[src/rtl/oram_ctl.sv]
module oram_ctl #(
  parameter int LEAF_BITS = 3,
  parameter int Z         = 2,
  parameter int AW        = 3,
  parameter int DW        = 16,
  parameter int STASH     = 8,
  parameter int LFSR_W    = 16,
  parameter logic [LFSR_W-1:0] LFSR_TAPS = 16'hB400
) (
  input  logic                 clk,
  input  logic                 rst_n,
  input  logic                 req_valid,
  output logic                 req_ready,
  input  logic                 req_write,
  input  logic [AW-1:0]        req_addr,
  input  logic [DW-1:0]        req_wdata,
  output logic                 resp_valid,
  output logic [DW-1:0]        resp_rdata,
  output logic                 tree_rd,
  output logic                 tree_wr,
  output logic [$clog2((2<<LEAF_BITS)-1)-1:0] tree_bkt,
  output logic                 stash_ovf
);
  localparam int NLEAF = 1 << LEAF_BITS;
  localparam int NBKT  = 2 * NLEAF - 1;
  localparam int NTS   = NBKT * Z;
  localparam int NBLK  = 1 << AW;
  localparam int BKT_W = $clog2(NBKT);
  localparam int TS_W  = $clog2(NTS);
  localparam int SI_W  = (STASH > 1) ? $clog2(STASH) : 1;
  localparam int DEP_W = $clog2(LEAF_BITS + 1);
  localparam int SL_W  = (Z > 1) ? $clog2(Z) : 1;

  typedef enum logic [2:0] {S_INIT, S_IDLE, S_READ, S_SERVE, S_WRITE, S_RESP} st_t;
  st_t st;

  logic                 tv [NTS];
  logic [AW-1:0]        ta [NTS];
  logic [LEAF_BITS-1:0] tl [NTS];
  logic [DW-1:0]        td [NTS];

  logic                 sv [STASH];
  logic [AW-1:0]        sa [STASH];
  logic [LEAF_BITS-1:0] sl [STASH];
  logic [DW-1:0]        sd [STASH];

  logic [LEAF_BITS-1:0] posmap [NBLK];

  logic [DEP_W-1:0]     dep;
  logic [SL_W-1:0]      slt;
  logic [AW-1:0]        icnt;
  logic                 r_write;
  logic [AW-1:0]        r_addr;
  logic [DW-1:0]        r_wdata;
  logic [LEAF_BITS-1:0] cur_leaf;
  logic [LFSR_W-1:0]    lfsr;
  logic                 ovf;
  logic [DW-1:0]        rdata;

  logic [LEAF_BITS-1:0] new_leaf;
  logic [DEP_W:0]       sh;
  int                   bi;
  logic [BKT_W-1:0]     bkt;
  logic [TS_W-1:0]      ts;
  logic                 fr_ok, hit, ev_ok;
  logic [SI_W-1:0]      fr_idx, hidx, ev_idx;
  logic                 last_slot;

  assign new_leaf  = lfsr[LEAF_BITS-1:0];
  assign sh        = (DEP_W+1)'(LEAF_BITS) - {1'b0, dep};
  assign last_slot = (slt == SL_W'(Z - 1));

  always_comb begin
    bi  = (1 << dep) - 1 + int'(cur_leaf >> sh);
    bkt = BKT_W'(bi);
    ts  = TS_W'(bi * Z + int'(slt));
  end

  always_comb begin
    fr_ok = 1'b0; fr_idx = '0;
    hit   = 1'b0; hidx   = '0;
    ev_ok = 1'b0; ev_idx = '0;
    for (int i = STASH - 1; i >= 0; i--) begin
      if (!sv[i]) begin fr_ok = 1'b1; fr_idx = SI_W'(i); end
      if (sv[i] && sa[i] == r_addr) begin hit = 1'b1; hidx = SI_W'(i); end
      if (sv[i] && (((sl[i] ^ cur_leaf) >> sh) == '0)) begin
        ev_ok = 1'b1; ev_idx = SI_W'(i);
      end
    end
  end

  always_ff @(posedge clk) begin
    if (!rst_n) lfsr <= LFSR_W'(1);
    else if (lfsr[0]) lfsr <= (lfsr >> 1) ^ LFSR_TAPS;
    else lfsr <= lfsr >> 1;
  end

  always_ff @(posedge clk) begin
    if (!rst_n) begin
      st       <= S_INIT;
      icnt     <= '0;
      dep      <= '0;
      slt      <= '0;
      ovf      <= 1'b0;
      rdata    <= '0;
      r_write  <= 1'b0;
      r_addr   <= '0;
      r_wdata  <= '0;
      cur_leaf <= '0;
      for (int i = 0; i < NTS; i++) tv[i] <= 1'b0;
      for (int i = 0; i < STASH; i++) sv[i] <= 1'b0;
    end else begin
      case (st)
        S_INIT: begin
          posmap[icnt] <= new_leaf;
          icnt <= icnt + 1'b1;
          if (icnt == AW'(NBLK - 1)) st <= S_IDLE;
        end
        S_IDLE: begin
          if (req_valid) begin
            r_write  <= req_write;
            r_addr   <= req_addr;
            r_wdata  <= req_wdata;
            cur_leaf <= posmap[req_addr];
            dep      <= '0;
            slt      <= '0;
            st       <= S_READ;
          end
        end
        S_READ: begin
          if (tv[ts]) begin
            if (fr_ok) begin
              sv[fr_idx] <= 1'b1;
              sa[fr_idx] <= ta[ts];
              sl[fr_idx] <= tl[ts];
              sd[fr_idx] <= td[ts];
            end else begin
              ovf <= 1'b1;
            end
          end
          tv[ts] <= 1'b0;
          if (last_slot) begin
            slt <= '0;
            if (dep == DEP_W'(LEAF_BITS)) st <= S_SERVE;
            else dep <= dep + 1'b1;
          end else begin
            slt <= slt + 1'b1;
          end
        end
        S_SERVE: begin
          posmap[r_addr] <= new_leaf;
          if (hit) begin
            rdata    <= sd[hidx];
            sl[hidx] <= new_leaf;
            if (r_write) sd[hidx] <= r_wdata;
          end else begin
            rdata <= '0;
            if (fr_ok) begin
              sv[fr_idx] <= 1'b1;
              sa[fr_idx] <= r_addr;
              sl[fr_idx] <= new_leaf;
              sd[fr_idx] <= r_write ? r_wdata : '0;
            end else begin
              ovf <= 1'b1;
            end
          end
          dep <= DEP_W'(LEAF_BITS);
          slt <= '0;
          st  <= S_WRITE;
        end
        S_WRITE: begin
          if (ev_ok) begin
            tv[ts]     <= 1'b1;
            ta[ts]     <= sa[ev_idx];
            tl[ts]     <= sl[ev_idx];
            td[ts]     <= sd[ev_idx];
            sv[ev_idx] <= 1'b0;
          end else begin
            tv[ts] <= 1'b0;
          end
          if (last_slot) begin
            slt <= '0;
            if (dep == '0) st <= S_RESP;
            else dep <= dep - 1'b1;
          end else begin
            slt <= slt + 1'b1;
          end
        end
        S_RESP:  st <= S_IDLE;
        default: st <= S_IDLE;
      endcase
    end
  end

  assign req_ready  = (st == S_IDLE);
  assign resp_valid = (st == S_RESP);
  assign resp_rdata = rdata;
  assign tree_rd    = (st == S_READ);
  assign tree_wr    = (st == S_WRITE);
  assign tree_bkt   = bkt;
  assign stash_ovf  = ovf;
endmodule

[config.mk]
export PLATFORM = sky130hd
export DESIGN_NAME = oram_ctl
export DESIGN_NICKNAME = d
export VERILOG_FILES = /design/src/rtl/oram_ctl.sv
export SDC_FILE = /design/constraint.sdc
export NUM_CORES = 1
export LEC_CHECK = 0
export BUFFER_PORTS_ARGS = -buffer_cell sky130_fd_sc_hd__buf_2
export CAP_MARGIN = 5
export CORE_MARGIN = 4
export CORE_UTILIZATION = 57
export DETAILED_ROUTE_END_ITERATION = 12
export HOLD_SLACK_MARGIN = 0.05
export PLACE_DENSITY_LB_ADDON = 0.3
export SLEW_MARGIN = 15
export SYNTH_ARGS = -nofsm -noshare
export SYNTH_HDL_FRONTEND = slang
export SYNTH_SLANG_ARGS = --single-unit
[constraint.sdc]
create_clock -name clk -period 4.9 [get_ports clk]
set_input_delay 0.49 -clock clk [delete_from_list [all_inputs] [get_ports clk]]
set_output_delay 0.49 -clock clk [all_outputs]
set_load 0.02 [all_outputs]
# After elaboration in Yosys (flattened, before gate mapping)
# Memory sizes are Yosys's and may differ from the RTL's. A register that Yosys moved wholly into a read port is not among the register bits.
# Index checks and enable logic that the tools add are counted.
[op_classes] n_addsub=8 bitwise=15 n_mux=131 reduce_logical=43 n_eq_ne=25 n_shift=10
[ops] cell="2-to-1 mux 3 bit" count=39
[ops] cell="2-to-1 mux 1 bit" count=77
[ops] cell="2-to-1 mux 16 bit" count=4
[ops] cell="logical NOT 3 bit" count=9
[ops] cell="equality test 3 bit" count=8
[ops] cell="right shift 3 x 3 -> 3 bit" count=8
[ops] cell="bitwise XOR 3 bit" count=8
[ops] cell="logical AND 1 bit" count=16
[ops] cell="OR reduction 16 bit" count=1
[ops] cell="case mux 3 bit (5 select lines)" count=1
[ops] cell="2-to-1 mux 14 bit" count=1
[ops] cell="AND reduction 6 bit" count=2
[ops] cell="2-to-1 mux 2 bit" count=5
[ops] cell="!= test 2 x 1 -> 1 bit (second input constant)" count=5
[ops] cell="!= test 2 bit (second input constant)" count=5
[ops] cell="equality test 3 bit (second input constant)" count=3
[ops] cell="case mux 2 bit (4 select lines)" count=1
[ops] cell="equality test 3 x 2 -> 1 bit (second input constant)" count=2
[ops] cell="bitwise OR 1 bit" count=6
[ops] cell="AND reduction 2 bit" count=3
[ops] cell="OR reduction 3 bit" count=2
[ops] cell="adder 5 x 2 -> 5 bit" count=1
[ops] cell="2-to-1 mux 5 bit" count=1
[ops] cell="adder 4 bit" count=1
[ops] cell="other kinds (21)" count=23
[totals] wordCells=252 n_memories=9 in_bits=23 regBits=62 ramBits=898 output_inout_bits=25
[memory_table] name="td" depth=30 word_bits=16 rd=1 rd_ports_with_merged_regs=0 write_ports=1 line_no="40" text="logic [DW-1:0] td [NTS];"
[memory_table] name="sd" depth=8 word_bits=16 rd=2 rd_ports_with_merged_regs=0 write_ports=1 line_no="45" text="logic [DW-1:0] sd [STASH];"
[memory_table] name="ta" depth=30 word_bits=3 rd=1 rd_ports_with_merged_regs=0 write_ports=1 line_no="38" text="logic [AW-1:0] ta [NTS];"
[memory_table] name="tl" depth=30 word_bits=3 rd=1 rd_ports_with_merged_regs=0 write_ports=1 line_no="39" text="logic [LEAF_BITS-1:0] tl [NTS];"
[memory_table] name="tv" depth=30 word_bits=1 rd=1 rd_ports_with_merged_regs=0 write_ports=30 line_no="37" text="logic tv [NTS];"
[memory_table] name="posmap" depth=8 word_bits=3 rd=1 rd_ports_with_merged_regs=1 write_ports=1 line_no="47" text="logic [LEAF_BITS-1:0] posmap [NBLK];"
[memory_table] name="+3 memories"

# Logic depth before layout (Yosys ltp)
# Gate-level depths: netlist of the first run.
# An unclocked memory read counts as a cell.
[depth] ltp_word=21 depth_mapped=19 ltp_nobuf=16

# Worst setup path before layout of the first run
# No wires, ideal clock.
[synth_timing] path_type="register to register" from="register dep[0]" to="memory sd[0][0], enable pin" arrival_time_ps=4287 setup_time_ps=388 setup_slack_ps=225 path_stages_with_launch=18 path_buffers=3 synth_period_minus_slack_ps=4675 required_ps=4512 path_cell_list="dfxtp_1 buf_6 buf_2 mux2i_1 nor2_1 a31oi_1 ha_1 inv_1 ha_1 fa_1 clkbuf_1 nor2b_1 nand2_1 o221a_2 nand4_4 a21oi_2 mux2i_1 nor2_1"
[synth_via] elab_chain_cells=11 word_cells_on_any_way=13 cone_classes="add/sub (4); shift (2); mux (5); bitwise (1); memory (1)"
[synth_rtl] item="start: declaration" line_no="49" text="logic [DEP_W-1:0] dep;"
[synth_rtl] item="start signal: assignment" line_no="145" text="else dep <= dep + 1'b1;"
[synth_rtl] item="start signal: assignment" line_no="167" text="dep <= DEP_W'(LEAF_BITS);"
[synth_rtl] item="start signal: assignment" line_no="184" text="else dep <= dep - 1'b1;"
[synth_rtl] item="subtractor 2 x 2 -> 3 bit / << shifter 1 x 2 -> 4 bit (equally long branches)" line_no="70, 74"
[synth_rtl] item="right shift 3 x 3 -> 4 bit / subtractor 4 x 2 -> 4 bit (equally long branches)" line_no="74" text="bi = (1 << dep) - 1 + int'(cur_leaf >> sh);"
[synth_rtl] item="adder 4 bit *" line_no="74"
[synth_rtl] item="named net tree_bkt[2]" line_no="21" text="output logic [$clog2((2<<LEAF_BITS)-1)-1:0] tree_bkt,"
[synth_rtl] item="adder 5 x 2 -> 5 bit *" line_no="76" text="ts = TS_W'(bi * Z + int'(slt));"
[synth_rtl] item="memory (30 x 1 bit) *"
[synth_rtl] item="2-to-1 mux 1 bit *" line_no="131" text="if (tv[ts]) begin"
[synth_rtl] item="2-to-1 mux 1 bit *" line_no="113" text="case (st)"
[synth_rtl] item="2-to-1 mux 1 bit *" line_no="99" text="if (!rst_n) begin"
[synth_rtl] item="2-to-1 mux 1 bit (not written as such) *" line_no="136" text="sd[fr_idx] <= td[ts];"
[synth_rtl] item="bitwise OR 1 bit (no line) *"
[synth_rtl] item="2-to-1 mux 1 bit (no line) *"
[synth_rtl] item="end: declaration" line_no="45"
# Mark *: on every way through the listed nets, which the timed path passes. The rest lies on a longest branch.

# Worst setup path after layout of the first run
[layout_timing] from="register cur_leaf[0] (read register of posmap)" to="memory sd[7][10], enable pin"
[layout_via] elab_chain_cells=10
[layout_rtl] item="start: declaration" line_no="55" text="logic [LEAF_BITS-1:0] cur_leaf;"
[layout_rtl] item="right shift 3 x 3 -> 4 bit" line_no="74"
[layout_rtl] item="adder 4 bit" line_no="74"
[layout_rtl] item="adder 5 x 2 -> 5 bit" line_no="76"
[layout_rtl] item="memory (30 x 1 bit)"
[layout_rtl] item="2-to-1 mux 1 bit" line_no="131"
[layout_rtl] item="2-to-1 mux 1 bit" line_no="113"
[layout_rtl] item="2-to-1 mux 1 bit" line_no="99"
[layout_rtl] item="2-to-1 mux 1 bit (not written as such)" line_no="136"
[layout_rtl] item="bitwise OR 1 bit (no line)"
[layout_rtl] item="2-to-1 mux 1 bit (no line)"
# Every way passes these cells.

==> results of run 1 <==
[power groups by stage]
| stage | Clock (mW) | Combinational [mW] | Sequential, mW |
|---|---|---|---|
| 3_3_place_gp | 0 | 0.0872 | 9.03 |
| 6_report | 7.09 | 0.0911 | 8.85 |
| 4_1_cts | 7.19 | 0.0911 | 8.85 |
| 2_1_floorplan | 0 | 0.0641 | 9.02 |
| 3_5_place_dp | 0 | 0.0904 | 9.03 |
| 5_1_grt | 7.54 | 0.0995 | 8.85 |
[critical path, cell delays in order (launching register included)]
cell	delay (ns)
dfxtp_1	0.47
mux2i_1	0.23
nor2_1	0.05
a31oi_1	0.31
ha_4	0.19
inv_1	0.04
ha_1	0.21
fa_1	0.50
xnor2_2	0.22
xnor2_4	0.39
inv_4	0.14
nand3_2	0.20
o22a_2	0.23
nand4_4	0.17
a21oi_2	0.40
a31oi_1	0.17
nor2_1	0.19
buf_4	0.31
[worst max path at each step]
stage | to | slack, ns | depth (start not counted)
after floorplan | sd[0][0] | 0.22 | 17
after global placement | sd[7][10] | 0.37 | 17
after detailed placement | sd[7][10] | 0.25 | 17
after CTS | sd[7][9] | 0.22 | 17
after global routing | sl[7][0] | -0.07 | 16
final | sd[7][10] | 0.13 | 17
[area by class of cell]
| cell class | instances | share of cell area [%] |
|---|---|---|
| clock inverter | 58 | 1.329 |
| inverter | 20 | 0.1746 |
| timing repair buffer | 141 | 2.400 |
| antenna | 1 | 0.005633 |
| multi-input combinational | 1220 | 25.07 |
| clock buffer | 107 | 5.473 |
| tap | 931 | 2.622 |
| sequential | 965 | 62.92 |
[cell usage after synthesis, types with 18 or more instances]
cell type / n
buf_2: 50
a21oi_1: 21
mux2_2: 24
xor2_1: 23
nor2_1: 64
mux2i_1: 167
o21ai_0: 56
mux4_2: 168
nand2_1: 213
o211ai_1: 27
and2_1: 29
dfxtp_1: 103
clkbuf_1: 69
a221oi_1: 24
a21boi_0: 25
xnor2_1: 30
a31oi_1: 34
edfxtp_1: 862
a22o_1: 18
a22oi_1: 41
nand3_1: 67
[through the flow]
stage | std cells | worst slack [ns] | hold slack [ns]
floorplan | 2357 | 0.2248 | 0.4119
global placement | 3277 | 0.3719 | 0.4151
detailed placement | 3277 | 0.2503 | 0.4224
CTS | 3442 | 0.2229 | 0.06707
global route | 3442 | -0.07052 | 0.09140
finish | 3443 | 0.1317 | 0.1026
[state kept, by name (all words and copies together), names as in the netlist, 16 cells and up]
register	flops
td	480
sd	128
ta	90
tl	90
tv	32
posmap	24
sa	24
sl	24
lfsr	16
r_wdata	16
resp_rdata	16
[cells by family (layout without fill, tap and decap cells)]
| group | Yosys count | after routing | share of synthesized area [%] |
|---|---|---|---|
| XOR/XNOR | 55 | 55 | 1.277 |
| AO/OA/AOI/OAI | 347 | 347 | 6.447 |
| AND/OR/NAND/NOR | 452 | 452 | 5.349 |
| buffers and inverters | 172 | 326 | 2.054 |
| flip-flops | 965 | 965 | 70.24 |
| multiplexers | 360 | 360 | 14.42 |
| adder cells (fa/ha/maj) | 6 | 6 | 0.2076 |
| other | 0 | 1 | 0 |
[routing by layer]
| layer | vias to the layer above | wire, um | GRT usage (%) |
|---|---|---|---|
| li1 | 9557 | - | - |
| met1 | 11520 | 37400 | 36.11 |
| met2 | 1175 | 46040 | 41.03 |
| met3 | 168 | 7731 | 4.026 |
| met4 | 0 | 2048 | 7.120 |
| met5 | - | 0 | 0 |
==> flow_summary.toml, run 1 <==
[logic_synthesis]
synth_top_cell_area_share_pct = 65.06
yosysUniqueCellTypes = 77
async_flop_share_pct = 0
avgSynthCellArea_sq_um = 16.88
ys_dominant_reg_cell = "edfxtp_1"
synth_edf_count = 862
yosysSeqAreaShare_pct = 70.24
yosysWarningCount = 0
synthTopCellsByArea = "edfxtp_1 65%, mux4_2 9.5%, dfxtp_1 5.2%"
syn_nets = 2386
postSynthCellCount = 2357
synth_largest_area_cell = "edfxtp_1"
syn_area_sq_um = 39790
synth_seq_cells = 965

[run_status]
outcome = "completed"

[layout]
layout_commonest_cell = "edfxtp_1"
nFillCells = 4628
mostFrequentLayoutCells = "862 x edfxtp_1, 213 x nand2_1, 168 x mux4_2, 167 x mux2i_1, 102 x dfxtp_1"
syn2layout_area_growth_pct = 11.65
nets = 2469
multi_input_area_sq_um = 11140
fin_util_pct = 64.43
design_area_sq_um = 44420
drive_above_1_share_pct = 21.47
seq_area_sq_um = 27950

[pwr]
cellLeakagePower_nw = 14.06
p_seq_share_pct = 55.2
ir_drop_mv = 0.2366
p_switching_mw = 3.069
intPower_mw = 12.97
p_total_mw = 16.04
power_density_nw_per_um2 = 361.0
pwr-share-comb_pct = 0.6
p_sw_share_pct = 19.14
clkPwrFrac_pct = 44.2

[min_path]
hp-class = "in -> reg"
hold_end = "r_wdata[10]"
hold_start = "req_wdata[10]"
hold_depth = 3

[cts]
htreeDepth = 3
cts.sinks = 965
cts_setup_buffers = 0
worstSkewPairLatency_ns = 0.65
ctsResizeCount = 0
cts_hold_buf = 0
clock_path_buffers = 3
numCtsBuffers = 92
clk_pin_slew_worst_paths_ns = 0.07
root_buffer = "clkbuf_16"
cts_tree = "built"

[die]
die_area_sq_um = 74090
core_area_sq_um = 68950
rows = 96
chipHeight_um = 272.2
io_pins = 48
die_x_um = 272.2
initial_core_util_pct = 57.71

[grt]
grt_pass1_wl_um = 141400
grt_start_max_net_pins = 65
grt_pass1_vias = 22400
grt_overflow = 0
antenna_found_initial = 0
grt.total_usage_pct = 25.24

[detailed_routing]
final_antenna_net_count = 0
drt_pass1_iterations = 5
avgRoutedWirePerCell_um = 27.08
drc = 0
first_iter_violations = 2528
vias = 22420
viasPerCell = 6.512
drt-total-wl_um = 93230

[job]
maxCapViolations = 0

[timing]
setup_violations = 0
fin_tns_setup_ns = 0
slew_viol_final = 0
worst_pin_slew_ns = 1.028
rsz0062_at_grt = "yes"
fmax_mhz = 209.7
skew_ns = 0.01579
final.min_clock_period_ns = 4.768
post-route-period-util_pct = 97.31
final_hold_viol_count = 0
slew_headroom_pct = 31.29

[worst_setup_path]
rrSetupSlack_ns = 0.13
cp-startpoint = "cur_leaf[0]"
cp_max_fo = 16
startpoint_type = "flip-flop"
crit_path_end_kind = "flip-flop"
required_ns = 5.21
regToRegStartpoint = "cur_leaf[0]"
r2r-end = "sd[7][10]"
crit_arrival_ns = 5.08
r2r_cells = 17
path_class = "reg -> reg"

[placed_design]
place.gp.congestion = 0.8816
io_buffers = 47
placed_area_sq_um = 41400
place_hpwl_um = 56500
Power figures use the tool's default switching activity.
==> inputs of run 2 (changes only) <==
Settings changed: CELL_PAD_IN_SITES_DETAIL_PLACEMENT set to 0, CELL_PAD_IN_SITES_GLOBAL_PLACEMENT set to 1, CORE_UTILIZATION 57 to 49.
==> flow_summary.toml, run 2 (synthesis gave the netlist of run 1 again) <==
[run_status]
outcome = "completed"

[grt]
antenna_found_initial = 0
grt_pass1_vias = 22170
grt.total_usage_pct = 22.08
grt_start_max_net_pins = 85
grt_overflow = 0
grt_pass1_wl_um = 143000

[worst_setup_path]
cp-startpoint = "cur_leaf[0]"
regToRegStartpoint = "cur_leaf[0]"
cp_max_fo = 29
r2r-end = "sd[1][12]"
rrSetupSlack_ns = 0.27
path_class = "reg -> reg"
crit_path_end_kind = "flip-flop"
r2r_cells = 16
required_ns = 5.26
startpoint_type = "flip-flop"
endpoint = "sd[1][12]"
crit_arrival_ns = 5.00

[die]
core_area_sq_um = 80550
io_pins = 48
chipHeight_um = 293.0
die_area_sq_um = 85820
die_x_um = 293.0
rows = 104
initial_core_util_pct = 49.40

[detailed_routing]
final_antenna_net_count = 0
vias = 22020
drt-total-wl_um = 94800
avgRoutedWirePerCell_um = 26.37
first_iter_violations = 2139
drt_pass1_iterations = 7
drc = 0
viasPerCell = 6.126

[cts]
clk_pin_slew_worst_paths_ns = 0.06
root_buffer = "clkbuf_16"
cts_tree = "built"
clock_path_buffers = 3
worstSkewPairLatency_ns = 0.66
cts_hold_buf = 0
htreeDepth = 3
numCtsBuffers = 97
cts.sinks = 965

[placed_design]
io_buffers = 47
placed_area_sq_um = 41580
dp_cells = 3412
place_ws_ns = 0.2894
place_hpwl_um = 58930
place.gp.congestion = 0.8874

[layout]
largest_register_ffs = 480
syn2layout_area_growth_pct = 12.60
seq_area_sq_um = 27950
layout_commonest_cell = "edfxtp_1"
design_area_sq_um = 44800
mostFrequentLayoutCells = "862 x edfxtp_1, 212 x nand2_1, 168 x mux4_2, 167 x mux2i_1, 102 x dfxtp_1"
nFillCells = 6103
drive_above_1_share_pct = 21.99
multi_input_area_sq_um = 11150
nets = 2483
top_regs = "td (480), sd (128)"
regMostFlops = "td"
stdcell_count = 3595

[pwr]
p_total_mw = 16.30
power_density_nw_per_um2 = 363.8
cellLeakagePower_nw = 14.18
ir_drop_mv = 0.2665

[timing]
post-route-period-util_pct = 94.55
fmax_mhz = 215.8
final.min_clock_period_ns = 4.633
worst_slack_ns = 0.2668
setup_violations = 0
rsz0062_at_grt = "yes"
slew_headroom_pct = 29.78
worst_pin_slew_ns = 1.053
slew_viol_final = 0
skew_ns = 0.02399
final_hold_viol_count = 0
timing.hold.ws_ns = 0.08094

[job]
maxCapViolations = 0

[min_path]
hp-class = "in -> reg"
[run 2: changes by cell type in the layout (fill, tap and decap cells not counted), sizes merged]
cell	change
diode	+1
inv	+1
clkbuf	+15
buf	+9
clkinv	-1
clkinvlp	-2
[run 2: area by class of cell]
class	instances	area share (%)
flip-flops and latches	965	62.39
multi-input cells	1220	24.89
inverters	20	0.1732
diodes	2	0.01117
well taps	1060	2.960
repair buffers	150	2.475
clock inverters	56	1.293
clock buffers	122	5.806
[run 2: power breakdown]
| group | total, mW | internal (mW) | switching [mW] |
|---|---|---|---|
| clock network | 7.35 | 4.29 | 3.06 |
| logic | 0.0930 | 0.0402 | 0.0528 |
| registers | 8.85 | 8.84 | 0.0112 |
| total | 16.3 | 13.2 | 3.13 |
[run 2: worst min path at each step]
stage	slack (ns)	depth (start not counted)	end	startpoint
6_report	0.08	3	r_wdata[9]	req_wdata[9]
5_1_grt	0.08	3	r_wdata[9]	req_wdata[9]
4_1_cts	0.06	3	r_wdata[9]	req_wdata[9]
3_5_place_dp	0.42	1	lfsr[8]	lfsr[9]
3_3_place_gp	0.41	1	lfsr[6]	lfsr[7]
2_1_floorplan	0.41	1	lfsr[11]	lfsr[12]
[run 2: per-stage QoR]
| stage | utilization, % | TNS, ns |
|---|---|---|
| after detailed placement | 51.62 | 0 |
| after CTS | 55.57 | 0 |
| after global routing | 55.61 | -0.03525 |
| final | 55.62 | 0 |
| after global placement | 51.62 | 0 |
| after floorplan | - | 0 |
[run 2: routing by layer]
layer,GRT usage [%],up-vias,part of all wire (%)
met3,3.175,158,6.1
met1,31.15,11430,42
li1,-,9605,-
met2,36.34,827,49
met4,6.331,0,2.4
met5,0,-,0
[run 2: timing repair]
action | in CTS | in global routing
setup buffers | 0 | 3
setup endpoints to repair | 0 | 23
resized for setup | 0 | 2
[run 2: critical path, stage by stage, from the launching register on]
cell,delay (ns)
dfxtp_1,0.45
mux2i_1,0.22
nor2_1,0.06
a31oi_1,0.27
ha_4,0.18
inv_1,0.04
ha_1,0.21
fa_1,0.50
xnor2_2,0.23
xnor2_4,0.39
inv_4,0.12
nand3_2,0.10
buf_4,0.32
o21ai_0,0.15
a221oi_1,0.53
nand3_1,0.23
a22o_1,0.31
==> inputs of run 3 (changes only) <==
Settings changed: CORE_ASPECT_RATIO set to 1.5, CORE_MARGIN 4 to 2, REMOVE_ABC_BUFFERS set to 1.
==> flow_summary.toml, run 3 (synthesis gave the netlist of run 1 again) <==
[die]
die_x_um = 236.7
rows = 128
io_pins = 48
die_area_sq_um = 83540
chipHeight_um = 353.0
core_area_sq_um = 80880
initial_core_util_pct = 49.19

[timing]
fin_tns_setup_ns = 0
rsz0062_at_grt = "no"
setup_violations = 0
slew_headroom_pct = 24.02
worst_pin_slew_ns = 1.137
final_hold_viol_count = 0
skew_ns = 0.02257
slew_viol_final = 0
final.min_clock_period_ns = 4.419
timing.hold.ws_ns = 0.09753
post-route-period-util_pct = 90.18
fmax_mhz = 226.3

[detailed_routing]
avgRoutedWirePerCell_um = 27.72
viasPerCell = 6.250
drt_pass1_iterations = 5
vias = 22200
drt-total-wl_um = 98470
drc = 0
final_antenna_net_count = 0
first_iter_violations = 1890

[grt]
grt_pass1_wl_um = 146000
grt.total_usage_pct = 23.67
grt_pass1_vias = 22420
antenna_found_initial = 0
grt_start_max_net_pins = 61
grt_overflow = 0

[placed_design]
dp_cells = 3394
place_hpwl_um = 62420
place.gp.congestion = 0.8887
io_buffers = 47

[job]
maxCapViolations = 0

[layout]
top_regs = "td (480), sd (128)"
fin_util_pct = 55.17
layout_commonest_cell = "edfxtp_1"
diodes = 0
nets = 2470
mostFrequentLayoutCells = "862 x edfxtp_1, 212 x nand2_1, 168 x mux4_2, 167 x mux2i_1, 102 x dfxtp_1"
stdcell_count = 3552
largest_register_ffs = 480
drive_above_1_share_pct = 21.89
nFillCells = 6090
regMostFlops = "td"
syn2layout_area_growth_pct = 12.15

[worst_setup_path]
path_buf_inv = 1
crit_family = "compound AO/OA/AOI/OAI gates"
crit_cells = 15
crit_chain = "mux2i_1 -> nor2_1 -> a31oi_1 -> ha_4 -> inv_1 -> ha_1 -> fa_1 -> xnor2_2 -> mux2i_1 -> o22a_1 -> o221a_2 -> nand4_4 -> a211o_1 -> and2_1 -> nor3_1"
regToRegStartpoint = "cur_leaf[0]"
cp-startpoint = "cur_leaf[0]"
required_ns = 5.18
crit_path_end_kind = "flip-flop"
cp_max_fo = 10
cpPeakStageDelay_ns = 0.49
r2r_cells = 15
slowest_stage = "fa_1"
endpoint = "sl[3][1]"
startpoint_type = "flip-flop"
rrSetupSlack_ns = 0.48
r2r-end = "sl[3][1]"
path_class = "reg -> reg"
crit_arrival_ns = 4.70
cp_common_cell = "mux2i_1"

[pwr]
intPower_mw = 13.07
p_sw_share_pct = 18.86
p_switching_mw = 3.038
pwr-share-comb_pct = 0.6
cellLeakagePower_nw = 14.09
p_seq_share_pct = 54.9
clkPwrFrac_pct = 44.5
ir_drop_mv = 0.2709
power_density_nw_per_um2 = 361.1

[min_path]
hold_depth = 3
hp-class = "in -> reg"

[cts]
cts.sinks = 965
root_buffer = "clkbuf_16"
numCtsBuffers = 85
clk_pin_slew_worst_paths_ns = 0.07
clock_path_buffers = 3
htreeDepth = 3
cts_setup_buffers = 0
ctsResizeCount = 0
worstSkewPairLatency_ns = 0.65
cts_hold_buf = 0
cts_tree = "built"

[run_status]
outcome = "completed"
==> run 3: cell count changes in the layout (fill, tap and decap cells not counted), sizes merged <==
| cell | before | now |
|---|---|---|
| clkinv | 42 | 27 |
| clkbuf | 122 | 109 |
| clkinvlp | 2 | 7 |
| bufinv | 10 | 13 |
| diode | 2 | 0 |
| buf | 150 | 149 |
==> run 3: stage by stage <==
step | worst slack, ns | power (mW) | instance area (sq um)
6_report | 0.4812 | 16.11 | 44620
5_1_grt | 0.2395 | 16.53 | 44620
4_1_cts | 0.4537 | 16.23 | 44620
3_5_place_dp | 0.4966 | 9.121 | 41580
3_3_place_gp | 0.5467 | 9.117 | 41580
2_1_floorplan | -6.480 | 9.079 | 39050
==> run 3: routing by layer <==
metal / wire [um] / GRT usage [%] / vias to the layer above
met5: 0 / 0 / -
li1: - / - / 9559
met2: 51250 / 41.75 / 888
met3: 5199 / 3.189 / 221
met1: 38510 / 29.68 / 11530
met4: 3513 / 9.177 / 0
==> run 3: layout make-up <==
type | count | area [sq um] | area share (%)
Sequential cell | 965 | 27950 | 62.64
Clock buffer | 109 | 2415 | 5.412
Tap cell | 1040 | 1301 | 2.916
Inverter | 20 | 77.57 | 0.1738
Timing Repair Buffer | 149 | 1114 | 2.496
Clock inverter | 49 | 625.6 | 1.402
Multi-Input combinational cell | 1220 | 11140 | 24.96
==> run 3: how the worst min path moves through the flow <==
stage | start | endpoint | slack (ns)
final | req_wdata[8] | r_wdata[8] | 0.1
after global routing | req_wdata[12] | r_wdata[12] | 0.09
after CTS | req_wdata[1] | r_wdata[1] | 0.07
after detailed placement | lfsr[10] | lfsr[9] | 0.42
after global placement | lfsr[5] | lfsr[4] | 0.41
after floorplan | lfsr[12] | lfsr[11] | 0.41
==> run 3: power groups by stage <==
stage	clock network (mW)	logic (mW)	registers [mW]
2_1_floorplan	0	0.0523	9.03
3_3_place_gp	0	0.0921	9.03
3_5_place_dp	0	0.0946	9.03
4_1_cts	7.29	0.0951	8.85
5_1_grt	7.59	0.102	8.84
6_report	7.17	0.0937	8.85
==> run 3: worst reg2reg max path, stage by stage, from the launching register on <==
cell     delay (ns)
dfxtp_1        0.46
mux2i_1        0.21
nor2_1         0.06
a31oi_1        0.25
ha_4           0.18
inv_1          0.03
ha_1           0.21
fa_1           0.49
xnor2_2        0.35
mux2i_1        0.28
o22a_1         0.16
o221a_2        0.21
nand4_4        0.19
a211o_1        0.39
and2_1         0.20
nor3_1         0.40
